--- config.mk ---
export PLATFORM = sky130hd
export DESIGN_NAME = tag_station
export DESIGN_NICKNAME = d
export VERILOG_FILES = /design/src/rtl/tag_station.sv
export SDC_FILE = /design/constraint.sdc
export NUM_CORES = 1
export LEC_CHECK = 0
export ABC_AREA = 1
export BUFFER_PORTS_ARGS = -buffer_cell sky130_fd_sc_hd__buf_2
export CORE_AREA = 4 4 247 176
export DETAILED_ROUTE_END_ITERATION = 16
export DIE_AREA = 0 0 251 180
export PLACE_DENSITY = 0.73
export SYNTH_ARGS = -nofsm -noshare
export SYNTH_HDL_FRONTEND = slang
export SYNTH_SLANG_ARGS = --single-unit
--- constraint.sdc ---
create_clock -name clk -period 2.3 [get_ports clk]
set_input_delay 0.46 -clock clk [delete_from_list [all_inputs] [get_ports clk]]
set_output_delay 0.46 -clock clk [all_outputs]
set_load 0.01 [all_outputs]
--- src/rtl/tag_station.sv ---
module tag_station #(
  parameter int DEPTH = 4,
  parameter int TAGW  = 3,
  parameter int DATAW = 32,
  parameter int OPW   = 6
) (
  input  logic             clk,
  input  logic             rst_n,
  input  logic             in_valid,
  input  logic [OPW-1:0]   in_op,
  input  logic [TAGW-1:0]  in_tag_a,
  input  logic [DATAW-1:0] in_val_a,
  input  logic [TAGW-1:0]  in_tag_b,
  input  logic [DATAW-1:0] in_val_b,
  output logic             full,
  input  logic             bus_valid,
  input  logic [TAGW-1:0]  bus_tag,
  input  logic [DATAW-1:0] bus_data,
  input  logic             unit_ready,
  output logic             issue_valid,
  output logic [OPW-1:0]   issue_op,
  output logic [DATAW-1:0] issue_a,
  output logic [DATAW-1:0] issue_b
);
  localparam int IDXW = (DEPTH > 1) ? $clog2(DEPTH) : 1;

  logic [DEPTH-1:0] busy;
  logic [OPW-1:0]   op_q    [DEPTH];
  logic [TAGW-1:0]  tag_a_q [DEPTH];
  logic [TAGW-1:0]  tag_b_q [DEPTH];
  logic [DATAW-1:0] val_a_q [DEPTH];
  logic [DATAW-1:0] val_b_q [DEPTH];
  logic [DEPTH-1:0] older   [DEPTH];

  logic [DEPTH-1:0] rdy, pick, alloc_oh;
  logic [IDXW-1:0]  alloc_idx;
  logic             accept, fire, hit_in_a, hit_in_b;

  function automatic logic snoop(input logic v, input logic [TAGW-1:0] bt,
                                 input logic [TAGW-1:0] t);
    return v && (t != '0) && (t == bt);
  endfunction

  assign full     = &busy;
  assign accept   = in_valid && !full;
  assign fire     = unit_ready && |pick;
  assign hit_in_a = snoop(bus_valid, bus_tag, in_tag_a);
  assign hit_in_b = snoop(bus_valid, bus_tag, in_tag_b);
  assign issue_valid = fire;

  always_comb begin
    for (int i = 0; i < DEPTH; i++)
      rdy[i] = busy[i] && (tag_a_q[i] == '0) && (tag_b_q[i] == '0);
  end

  always_comb begin
    for (int i = 0; i < DEPTH; i++) begin
      pick[i] = rdy[i];
      for (int j = 0; j < DEPTH; j++)
        if (j != i && rdy[j] && older[j][i]) pick[i] = 1'b0;
    end
  end

  always_comb begin
    alloc_oh  = '0;
    alloc_idx = '0;
    for (int i = DEPTH - 1; i >= 0; i--)
      if (!busy[i]) begin
        alloc_oh  = '0;
        alloc_oh[i] = 1'b1;
        alloc_idx = IDXW'(i);
      end
  end

  always_comb begin
    issue_op = '0;
    issue_a  = '0;
    issue_b  = '0;
    for (int i = 0; i < DEPTH; i++)
      if (pick[i]) begin
        issue_op = op_q[i];
        issue_a  = val_a_q[i];
        issue_b  = val_b_q[i];
      end
  end

  always_ff @(posedge clk or negedge rst_n) begin
    if (!rst_n) begin
      busy <= '0;
      for (int i = 0; i < DEPTH; i++) begin
        op_q[i]    <= '0;
        tag_a_q[i] <= '0;
        tag_b_q[i] <= '0;
        val_a_q[i] <= '0;
        val_b_q[i] <= '0;
        older[i]   <= '0;
      end
    end else begin
      for (int i = 0; i < DEPTH; i++) begin
        if (accept && alloc_oh[i]) begin
          busy[i]    <= 1'b1;
          op_q[i]    <= in_op;
          tag_a_q[i] <= hit_in_a ? '0 : in_tag_a;
          val_a_q[i] <= hit_in_a ? bus_data : in_val_a;
          tag_b_q[i] <= hit_in_b ? '0 : in_tag_b;
          val_b_q[i] <= hit_in_b ? bus_data : in_val_b;
          older[i]   <= '0;
        end else begin
          if (fire && pick[i]) busy[i] <= 1'b0;
          if (busy[i] && snoop(bus_valid, bus_tag, tag_a_q[i])) begin
            tag_a_q[i] <= '0;
            val_a_q[i] <= bus_data;
          end
          if (busy[i] && snoop(bus_valid, bus_tag, tag_b_q[i])) begin
            tag_b_q[i] <= '0;
            val_b_q[i] <= bus_data;
          end
          if (accept) older[i][alloc_idx] <= busy[i];
        end
      end
    end
  end
endmodule

==> out/metrics.yaml, run 1 <==
end_kind: "output pin"
skew_ns: 0.0238
synth_edf_count: 0
synth_area_leaders: "dfrtp_1 (43%), nand2_1 (14%), nand3_1 (7.3%), a21oi_1 (6.1%), o211ai_1 (4.5%)"
grt_setup_unrepaired: "true"
r2r-start: "tag_b_q[1]"
synthTopCellsByCount: "nand2_1 (697), dfrtp_1 (320), nand3_1 (272)"
htree_levels: 2
syn2layout_area_growth_pct: 30.8
drtPass1Iterations: 6
grt_max_degree: 70
violations: "setup timing"
cts_made_buffers: 35
timing_worst_setup_path_type: "reg2out"
finalHoldViolCount: 0
port_buffers: 187
gp_congestion: 0.956
whs_path_depth: 3
hold_end: "val_a_q[28]"
min_from: "bus_data[28]"
clock_latency_ns: 0.54
yosys_warnings: 0
syn_nets: 2699
r2r_slack_ns: -0.02
ys_async_sr_fraction_pct: 100
drcViolationCount: 0
pin_count: 188
p_leak_nw: 12.0
finalSetupViolCount: 72
synth.largest_area_cell: "dfrtp_1"
hp-class: "in2reg"
finalMaxSlewViolations: 0
drive_gt1_share_pct: 28.0
postRouteAntennaNets: 0
fin_crit_ns: 3.02
clock-root-buffer: "clkbuf_16"
critical_path.max_fanout: 7
first_global_vias: 20000
dieWidth_um: 251
setup_ws_ns: -0.716
status: "finished with violations"
final_cells: 3393
power_density_nw_per_um2: 1500
wl_per_cell_um: 23.0
drtIter0Drc: 3178
antenna_found_initial: 1
worstSetupStartpointType: "register"
die_h_um: 180
ys_ff_latch: 320
synth_area_per_cell_sq_um: 7.26
routed-via-count: 21100
path_clk_slew_ns: 0.06
r2r_end: "val_b_q[1]"
initial_core_util_pct: 45.9
reg2reg_depth: 8
synth.most_common_cell: "nand2_1"
cts_tree: "done"
grt_pass1_wl_mm: 116
routed_wl_mm: 77.9
rows: 62
grtUsageTotal_pct: 32.1
synth_top_area_share_pct: 42.7
synth_cell_types: 43
die_area_sq_um: 45200
hpwlAfterDp_mm: 47.5
cp.required_ns: 1.84
avgViaCountPerCell: 6.21
syn_area_sq_um: 18800
ys_seq_area_share_pct: 42.7
worst_pin_slew_ns: 0.947
grt-ovfl-total: 0
cts.sinks: 320
vdd_drop_max_mv: 0.783
fin_util_pct: 60.0
core_sq_um: 40900
max_freq_ghz: 0.332
timing.final.crit_share_pct: 131
cp.arrival_ns: 2.56
clockBufferDepth: 3
synth_cells: 2583
synth_ff_type: "dfrtp_1"
final_nets: 2940
placed_cells: 3267
max_cap_violations: 0
slew_headroom_pct: 36.7
[critical path, stage by stage, from the launching register on]
cell and delay [ns]:
dfrtp_1 0.40, nor2_2 0.14, nand2_2 0.08, nor2_4 0.14
buf_6 0.15, nand2_4 0.05, nand2_4 0.07, nor2_4 0.04
buf_12 0.13, buf_4 0.15, buf_16 0.14, a21oi_2 0.16
a21oi_2 0.09, buf_4 0.16, buf_6 0.12
[stage by stage]
stage	setup WS, ns	instance area [sq um]	hold slack (ns)	power [mW]	setup TNS, ns
2_1_floorplan	0.207	18800	0.164	19.0	0
3_3_place_gp	-0.266	21200	0.360	25.4	-7.91
3_5_place_dp	-0.294	21200	0.361	25.8	-8.35
4_1_cts	-0.628	23700	0.229	34.3	-41.39
5_1_grt	-0.800	24500	0.274	38.5	-51.40
6_report	-0.716	24500	0.243	36.7	-45.46
[cells by family after synthesis]
logic type	count (synthesis)	synth area share [%]
AND/OR/NAND/NOR	1229	28.1
AO/OA/AOI/OAI	585	18.9
buffers and inverters	442	10.0
flip-flops	320	42.7
XOR/XNOR	7	0.327
[metal layers]
metal  track usage, %  vias up  wire length, um  share of wire, %
met5                0        -                0                 0
li1                 -     9033                -                 -
met3             10.6      285            12400                16
met4             12.1        0             3170               4.1
met2             46.1     1758            32600                42
met1             45.2     9979            29800                38
[area by class of cell]
class                      count  area, sq um
multi-input combinational   1822        10000
tap                          544          681
fill                        3409        16300
clock inverter                13          109
antenna                        2         5.00
timing repair buffer         416         3860
inverter                     229          882
clock buffer                  47          992
sequential                   320         8010
[layout by cell type, fill, tap and decap left out, types with 15 or more instances in the layout]
cell	count
dfrtp_1	320
buf_12	54
buf_4	131
o21bai_1	23
o21ai_0	84
a21oi_2	103
buf_2	171
a21oi_1	119
inv_1	204
nor2_4	15
nand2_1	584
clkbuf_16	41
nand2_4	34
o22ai_1	56
nand3_1	263
o211ai_1	113
nand2_2	87
nor2_1	151
o21ai_1	45
buf_6	36
inv_2	19
[power breakdown]
part | total (mW) | leakage [nW] | switching (mW) | internal (mW)
clock network | 5.64 | 0.552 | 2.49 | 3.16
logic | 21.1 | 7.54 | 12.1 | 8.99
registers | 9.99 | 3.96 | 1.71 | 8.28
total | 36.7 | 12.0 | 16.3 | 20.4
[how the worst max path moves through the flow]
stage / start / end / slack [ns] / cells after the start
global placement: tag_b_q[2] / issue_b[11] / -0.27 / 14
finish: tag_b_q[6] / issue_b[1] / -0.72 / 14
global route: tag_b_q[6] / issue_b[20] / -0.80 / 16
detailed placement: tag_a_q[6] / issue_b[11] / -0.29 / 13
floorplan: busy[2] / issue_a[10] / 0.21 / 10
CTS: tag_a_q[3] / issue_b[30] / -0.63 / 15
[repair_timing]
item / CTS / global route
buffers inserted: 30 / 19
hold buffers: 1 / 0
resized for setup: 223 / 175
pin swaps: 77 / 82
setup endpoints to repair: 71 / 103
hold endpoints to repair: 23 / 0
gates cloned: 13 / 7
[registers in the layout, summed over array words and instances, names as in the netlist]
register	count
busy	4
older	12
op_q	24
tag_a_q	12
tag_b_q	12
val_a_q	128
val_b_q	128
Power figures use the tool's default switching activity.
==> run 2, diff against run 1 <==
- CTS_BUF_LIST: unset -> sky130_fd_sc_hd__clkbuf_2 sky130_fd_sc_hd__clkbuf_4 sky130_fd_sc_hd__clkbuf_8
- SKIP_CTS_REPAIR_TIMING: unset -> 1
==> run 2 against run 1 <==
  * The run still ends with setup timing left
  * Clock skew down 0.0076 ns
  * Count of clock-buffer cells in the layout is 38 higher
  * Wire length shrank 0.51%
==> out/metrics.yaml, run 2 (synthesis results as in run 1) <==
grt_max_degree: 70  # unchanged
rows: 62  # unchanged
final_common_cell: "nand2_1"
wl_per_cell_um: 22.7  # -1.1%
finalPower_mw: 36.0  # -1.9%
reg2reg_depth: 7  # -1
placed_cell_area_sq_um: 21200  # unchanged
setup_ws_ns: -0.883  # -0.167 ns
timing.final.crit_share_pct: 138  # +7.2 points
placed_cells: 3267  # unchanged
drtIter0Drc: 3324  # +4.6%
r2r-start: "tag_b_q[1]"
met1_length_mm: 29.8  # about the same
routed-wl-met3_mm: 12.6  # +2.2%
skew_ns: 0.0162  # -0.00757 ns
cts_made_buffers: 53  # +51%
vdd_drop_max_mv: 0.803  # +2.5%
drtPass1Iterations: 6  # unchanged
dieWidth_um: 251  # unchanged
path_clk_slew_ns: 0.08  # +0.02 ns
cp-endpoint: "issue_b[8]"
slew_headroom_pct: 39.7  # +3.0 points
power_density_nw_per_um2: 1480  # -0.82%
timing.critical_path.from: "tag_a_q[10]"
mostFrequentLayoutCells: "nand2_1 (612), dfrtp_1 (320), nand3_1 (265)"
max_cap_violations: 0  # unchanged
first_global_vias: 19400  # -3.1%
end_kind: "output pin"
initial_core_util_pct: 45.9  # unchanged
design_area_sq_um: 24300  # -1.1%
max_freq_ghz: 0.314  # -5.2%
r2r_end: "val_b_q[20]"
routed_wl_mm: 77.5  # -0.51%
worst_pin_slew_ns: 0.903  # -0.0443 ns
cp.required_ns: 1.84  # about the same
drcViolationCount: 0  # unchanged
clock_latency_ns: 0.63  # +0.09 ns
htree_levels: 2  # unchanged
finalSetupViolCount: 71  # -1.4%
hp-class: "in2reg"
p_leak_nw: 12.0  # -0.73%
cts.sinks: 320  # unchanged
grt_setup_unrepaired: "true"
pin_count: 188  # unchanged
routed-via-count: 21000  # -0.50%
finalMaxSlewViolations: 0  # unchanged
final.setup.tns_ns: -54.64  # -9.18 ns
avgViaCountPerCell: 6.14  # -1.1%
drive_gt1_share_pct: 27.1  # -0.95 points
whs_ns: 0.153  # -0.0905 ns
grt-ovfl-total: 0  # unchanged
worstSetupStartpointType: "register"
highest_layer: "met4"
syn2layout_area_growth_pct: 29.4
hpwlAfterDp_mm: 47.5  # unchanged
reg_top3: "val_a_q (128), val_b_q (128), op_q (24)"
die_h_um: 180  # unchanged
grtUsageTotal_pct: 30.7  # -1.5 points
port_buffers: 187  # unchanged
core_sq_um: 40900  # unchanged
violations: "setup timing"
grt_pass1_wl_mm: 111  # -4.2%
r2r_slack_ns: 0.02  # +0.04 ns
status: "finished with violations"
timing_worst_setup_path_type: "reg2out"
antenna_found_initial: 1  # unchanged
clock-root-buffer: "clkbuf_8"
final_nets: 2942  # +0.068%
cp.arrival_ns: 2.72  # +0.16 ns
postRouteAntennaNets: 0  # unchanged
cts_tree: "done"
final_cells: 3412  # +0.56%
gp_congestion: 0.956  # unchanged
fin_crit_ns: 3.18  # +0.167 ns
finalHoldViolCount: 0  # unchanged
die_area_sq_um: 45200  # unchanged
wl_met2_mm: 31.9  # -2.2%
critical_path.max_fanout: 8  # +1
clockBufferDepth: 3  # unchanged
[run 2: changes by cell type in the layout (fill, tap and decap cells not counted), sizes merged]
cell	previous run	this run
inv	229	228
clkbuf	52	103
clkinvlp	0	1
bufinv	1	2
clkinv	12	8
buf	410	381
[run 2: layer usage]
| layer | vias to the layer above | track usage (%) |
|---|---|---|
| met4 | 0 | 10.6 |
| met1 | 9867 | 43.5 |
| met5 | - | 0 |
| met2 | 1715 | 43.9 |
| met3 | 300 | 10.3 |
| li1 | 9068 | - |
[run 2: report_power, final]
group	switching (mW)	internal, mW	total [mW]
Sequential	1.69	8.28	9.97
Combinational	11.8	8.63	20.4
Clock	2.54	3.11	5.65
Total	16.0	20.0	36.0
[run 2: worst min-delay path by stage]
stage	start	to	slack [ns]	depth (start not counted)
global placement	rst_n	val_b_q[46]	0.36	1
floorplan	rst_n	busy[0]	0.16	0
global route	in_op[2]	op_q[8]	0.17	3
detailed placement	rst_n	val_a_q[18]	0.36	1
finish	bus_data[28]	val_a_q[28]	0.15	3
CTS	rst_n	tag_a_q[11]	-0.29	1
[run 2: layout make-up]
cell class / count / area [sq um]
well taps: 544 / 681
repair buffers: 400 / 3720
clock inverters: 10 / 106
multi-input cells: 1822 / 9820
fillers: 3465 / 16600
inverters: 229 / 877
diodes: 2 / 5.00
flip-flops and latches: 320 / 8010
clock buffers: 85 / 1050
[run 2: critical path: stages (launching register included)]
cell     delay (ns)
dfrtp_1        0.40
inv_2          0.10
nand2_4        0.07
nor2_4         0.15
and2_4         0.18
nand2_4        0.05
nor2_4         0.12
buf_12         0.15
buf_12         0.18
buf_12         0.15
buf_6          0.10
nand2_2        0.04
nand2_2        0.06
nand2_2        0.05
a21oi_2        0.14
buf_2          0.14
[run 2: through the flow]
stage	setup slack [ns]	utilization (%)
after global routing	-0.913	59.4
after global placement	-0.266	51.9
after floorplan	0.207	-
after CTS	-0.975	54.7
after detailed placement	-0.294	51.9
final	-0.883	59.4
